`src/rtl/slot_irq_agg.sv`:
```
`timescale 1ns/1ps
module slot_irq_agg #(
  parameter logic [15:0] MST_ADDR  = 16'h0500,
  parameter logic [15:0] CFG_ADDR  = 16'h0502,
  parameter logic [11:0] BASE_RST  = 12'h051,
  parameter int          VEC_FIRST = 17
) (
  input  logic        clk,
  input  logic        rst_n,
  input  logic [3:0]  bridge_cfg,
  input  logic [63:0] irq_lines,
  input  logic [15:0] bus_addr,
  input  logic        bus_we,
  input  logic [15:0] bus_wdata,
  output logic [15:0] bus_rdata,
  output logic        irq_out,
  output logic [7:0]  irq_vec
);
  localparam int NSLOT = 4;
  localparam int SW    = 16;
  localparam int NL    = NSLOT * SW;

  logic [NL-1:0]             sync1, sync2;
  logic [11:0]               base;
  logic [NSLOT-1:0]          mmask;
  logic [1:0]                mres;
  logic                      own, msken, gie, mode;
  logic [NSLOT-1:0][SW-1:0]  smask;
  logic [NSLOT-1:0][SW-1:0]  stat, keep, eff;
  logic [NSLOT-1:0]          mstat;
  logic [NL-1:0]             eff_flat;
  logic [7:0]                vec_raw;

  wire hit_mst  = bus_addr == MST_ADDR;
  wire hit_cfg  = bus_addr == CFG_ADDR;
  wire hit_win  = !hit_mst && !hit_cfg && bus_addr[15:4] == base && !bus_addr[0];
  wire [1:0] widx = bus_addr[3:2];
  wire wsel_mask  = bus_addr[1];

  always_ff @(posedge clk or negedge rst_n)
    if (!rst_n) begin
      sync1 <= '0;
      sync2 <= '0;
    end else begin
      sync1 <= irq_lines;
      sync2 <= sync1;
    end

  genvar n;
  for (n = 0; n < NSLOT; n++) begin : g_slot
    assign keep[n]  = bridge_cfg[n] ? {SW{1'b1}} : {{(SW-4){1'b0}}, 4'hF};
    assign stat[n]  = sync2[n*SW +: SW] & keep[n];
    assign eff[n]   = stat[n] & ~(msken ? smask[n] : '0) & {SW{~mmask[n]}};
    assign mstat[n] = |eff[n];
    assign eff_flat[n*SW +: SW] = eff[n];
  end

  always_ff @(posedge clk or negedge rst_n)
    if (!rst_n) begin
      base  <= BASE_RST;
      mmask <= '0;
      mres  <= '0;
      own   <= 1'b0;
      msken <= 1'b0;
      gie   <= 1'b0;
      mode  <= 1'b0;
      smask <= '0;
    end else if (bus_we) begin
      if (hit_mst)
        {mode, gie, msken, own, mres, mmask} <= bus_wdata[15:6];
      else if (hit_cfg)
        base <= bus_wdata[15:4];
      else if (hit_win && wsel_mask)
        smask[widx] <= bus_wdata;
    end

  always_comb begin
    bus_rdata = '0;
    if (hit_mst)
      bus_rdata = {mode, gie, msken, own, mres, mmask, 2'b00, mstat};
    else if (hit_cfg)
      bus_rdata = {base, bridge_cfg};
    else if (hit_win)
      bus_rdata = wsel_mask ? (smask[widx] & keep[widx]) : stat[widx];
  end

  always_comb begin
    vec_raw = '0;
    for (int i = NL - 1; i >= 0; i--)
      if (eff_flat[i]) vec_raw = 8'(VEC_FIRST + i);
  end

  assign irq_out = gie & |mstat;
  assign irq_vec = irq_out ? vec_raw : 8'h00;

  wire [5:0] vidx = 6'(irq_vec - 8'(VEC_FIRST));

  assert_irq_gated_R7: assert property (@(posedge clk) disable iff (!rst_n)
    irq_out |-> gie);
  assert_vec_nonzero_R8: assert property (@(posedge clk) disable iff (!rst_n)
    (irq_vec != 8'h00) == irq_out);
  assert_vec_source_R8: assert property (@(posedge clk) disable iff (!rst_n)
    irq_out |-> eff_flat[vidx]);
  assert_base_write_R2: assert property (@(posedge clk) disable iff (!rst_n)
    (bus_we && hit_cfg) |=> base == $past(bus_wdata[15:4]));
  assert_mmask_write_R6: assert property (@(posedge clk) disable iff (!rst_n)
    (bus_we && hit_mst) |=> mmask == $past(bus_wdata[9:6]));
  assert_status_write_R4: assert property (@(posedge clk) disable iff (!rst_n)
    (bus_we && hit_win && !wsel_mask) |=> $stable(smask));
endmodule

```
`config.mk`:
```
export PLATFORM = sky130hd
export DESIGN_NAME = slot_irq_agg
export DESIGN_NICKNAME = d
export VERILOG_FILES = /design/src/rtl/slot_irq_agg.sv
export SDC_FILE = /design/constraint.sdc
export NUM_CORES = 1
export LEC_CHECK = 0
export CORE_UTILIZATION = 35
export DETAILED_ROUTE_END_ITERATION = 16
export HOLD_SLACK_MARGIN = 0.12
export PLACE_DENSITY = 0.6
export SLEW_MARGIN = 40
export SYNTH_ARGS = -nofsm -noshare
export SYNTH_HDL_FRONTEND = slang
export SYNTH_SLANG_ARGS = --single-unit
```
`constraint.sdc`:
```
create_clock -name clk -period 3.9 [get_ports clk]
set_input_delay 0.78 -clock clk [delete_from_list [all_inputs] [get_ports clk]]
set_output_delay 0.78 -clock clk [all_outputs]
set_load 0.05 [all_outputs]
```
==> results.txt <==
CP startpoint: bridge_cfg[0]
switch share: 0.2271
largest net degree at the start of global routing: 91
Min-Delay Path Class: primary input to asynchronous set/reset pin
R2R Setup Slk: 1.14 ns
asr flop ratio synth: 1.000
Crit Path Class: primary input to primary output
total track usage: 0.2356
Max FO, Critical Path: 5
Die X-Extent: 173.0 um
violated checks: setup timing
area leader, netlist: dfrtp_1
Clk pwr share: 0.442
Ant. Diodes: 0
P_int: 3867 uW
Comb power frac: 0.092
Peak VDD IR: 0.2664 mV
residual DRC count: 0
grt ovf: 0
Crit. End Element: primary output
Rows: 62
routability cong.: 0.9408
Max-slew headroom: 0.5168
Root Buffer Master: clkbuf_16
minimum clock period after layout: 3.906 ns
initial antenna violation count: 1
clk sinks: 214
number of nets with antenna violations after routing: 0
Syn Std Cell Area: 10240 um2
final setup fails: 1
Die Height: 173.0 um
first-pass GRT wire length: 53160 um
Synth top area share: 0.5156
Max Fclk: 0.2560 GHz
WL/cell: 22.71 um
Seq pwr share: 0.466
CTS buffer count: 22
DRT Pass-1 Iters: 5
Setup crit start kind: primary input
H-tree levels: 1
EDFF count, synth: 0
path depth of the worst reg2reg path: 9
FILL cells: 2590
post-route clock period utilization: 1.002
Starting Density: 0.3558
unrepaired setup endpoints after global routing: yes
final hold vios: 0
vias in the first global route: 8646
number of synthesized register bits: 214
Ys Warns: 0
worst-margin pin slew: 0.7248 ns
Starting DRT DRC Count: 742
prevailing post-synth register cell: dfrtp_1
core area: 28780 um2
drt total wl: 35140 um
syn nets: 991
status: finished, violations left
Boundary Pins: 128
CTS clk-pin slew, worst paths: 0.06 ns
vias per inst: 5.469
Layout Cells excl Fill: 1547
placed insts: 1478
Clock Skews: 0.02219 ns
WP data arrival: 3.13 ns
reg2reg end: smask[21]$_DFFE_PN0P_
Max Cap Viol: 0
Psw: 1136 uW
register area share after synthesis: 0.5233
CTS Buffer Depth: 3
Pleak: 0.006499 uW
Vias: 8460
Power Dens Cells: 342.7 nW/um2
Netlist cell types: 68
die area: 29940 um2
clock latency on the worst-skew pair: 0.52 ns
Crit path required time: 3.12 ns
setup slack after layout: -0.005991 ns
top cells by area, synth: dfrtp_1, mux2_2, mux4_2, nand2_1, o21ai_0
Worst R2R Start: base[0]$_DFFE_PN1P_
layout cell share with drive strength beyond 1: 0.3706
hpwl dp: 26420 um
Tot Pwr: 5004 uW
setup_tns: -0.005991 ns
Avg Inst Size Synth: 11.53 um2
area delta synth->final: 42.57%
fin. max-slew vios: 0
buffers added on ports: 126
Nets: 1250
TritonCTS clock tree: done
cell count after synthesis: 888
[layer usage]
metal,vias to the layer above,track usage,share of wire
li1,3794,-,-
met3,71,0.05255,0.084
met4,0,0.07596,0.031
met2,379,0.3642,0.45
met1,4216,0.3282,0.44
met5,-,0,0
[state kept, by name (all words and copies together) (netlist names)]
register  flops
own           1
mode          1
smask        64
mmask         4
base         12
sync1        64
sync2        64
msken         1
mres          2
gie           1
[through the flow]
step                setup WS [ns]  utilization  hold slack, ns  cell area, um2
global placement          -0.4305       0.4511          0.3331           12980
finish                  -0.005991       0.5073          0.3258           14600
detailed placement        -0.4389       0.4511          0.3347           12980
CTS                     -0.006250       0.4923          0.3408           14170
floorplan                -0.01429            -          0.3312           10340
global route             -0.05515       0.5073          0.3488           14600
[layout by cell type (no fill, tap or decap), types with 9 or more instances in the layout]
cell,netlist,routed
o21bai_1,9,9
a21o_1,10,10
mux2_2,73,73
nor2_1,28,26
nand2_1,88,85
nand3_1,35,32
mux4_2,26,26
dfrtp_1,211,206
buf_6,3,18
o21ai_0,41,38
clkdlybuf4s50_1,0,89
buf_12,0,19
a21oi_2,0,9
nor2b_1,19,16
and2_1,32,32
a21oi_1,40,28
clkbuf_16,0,23
buf_4,3,143
inv_1,9,9
nand2b_1,17,16
a22oi_2,0,13
mux2_4,10,10
and3_1,15,13
[worst max path at each step]
stage                       endpoint  slack (ns)  cells past startpoint
final                     irq_vec[4]      -0.006                     10
after global routing      irq_vec[4]       -0.06                     11
after CTS                 irq_vec[0]      -0.006                     13
after detailed placement  irq_vec[0]       -0.44                     10
after global placement    irq_vec[0]       -0.43                     11
after floorplan           irq_vec[6]       -0.01                      8
[what timing repair did]
| item | 4_1_cts | 5_1_grt |
|---|---|---|
| setup buffers | 15 | 16 |
| resized for setup | 65 | 77 |
| hold buffers | 0 | 0 |
| pin swaps | 12 | 33 |
| endpoints found under the setup margin | 13 | 17 |
| gates cloned | 1 | 1 |
[cell type report]
cell class	instances	area, um2	share of cell area
inverters	9	33.78	0.002314
multi-input cells	613	5191	0.3556
flip-flops and latches	214	5368	0.3677
clock buffers	33	653.1	0.04474
repair buffers	287	2759	0.1890
well taps	384	480.5	0.03291
clock inverters	7	113.9	0.007799
[power groups by stage]
stage,registers [uW],logic (uW),clock network (uW)
floorplan,2350,151,0
global placement,2370,430,0
detailed placement,2370,431,0
CTS,2330,445,2280
global route,2340,494,2380
finish,2330,459,2210
[synthesized netlist by cell type, drive strengths merged, types with 4 or more instances]
library cell / n
mux4: 26
o21ai: 41
xnor2: 7
buf: 16
a22oi: 16
nand3: 35
nand4: 8
nand2: 88
and2: 32
and3: 15
mux2: 83
nand2b: 17
dfrtp: 211
a2bb2oi: 7
a32oi: 8
nor3: 5
a31oi: 12
a21oi: 40
clkbuf: 36
a21o: 10
a2111oi: 6
xor2: 5
inv: 9
a21boi: 7
o211ai: 6
nor2b: 19
nor4: 10
a32o: 8
o21bai: 9
o2111ai: 4
a22o: 5
nor2: 28
a211oi: 9
[critical path, stage by stage]
cell           delay, ns
dlygate4sd2_1       0.33
nor2b_2             0.23
a32oi_2             0.27
or4bb_4             0.51
nor4_4              0.25
buf_4               0.18
a31oi_4             0.10
buf_6               0.15
a21boi_2            0.16
buf_6               0.16
[cells by family (layout without fill, tap and decap cells)]
family,count (synthesis),after routing,share of synthesized area
AND/OR/NAND/NOR,275,275,0.1405
AO/OA/AOI/OAI,216,216,0.1474
flip-flops,214,214,0.5233
multiplexers,109,109,0.1521
buffers and inverters,61,336,0.02603
XOR/XNOR,12,12,0.01026
other,1,1,0.0003662
Note: power is estimated with default switching activity, not from simulation.
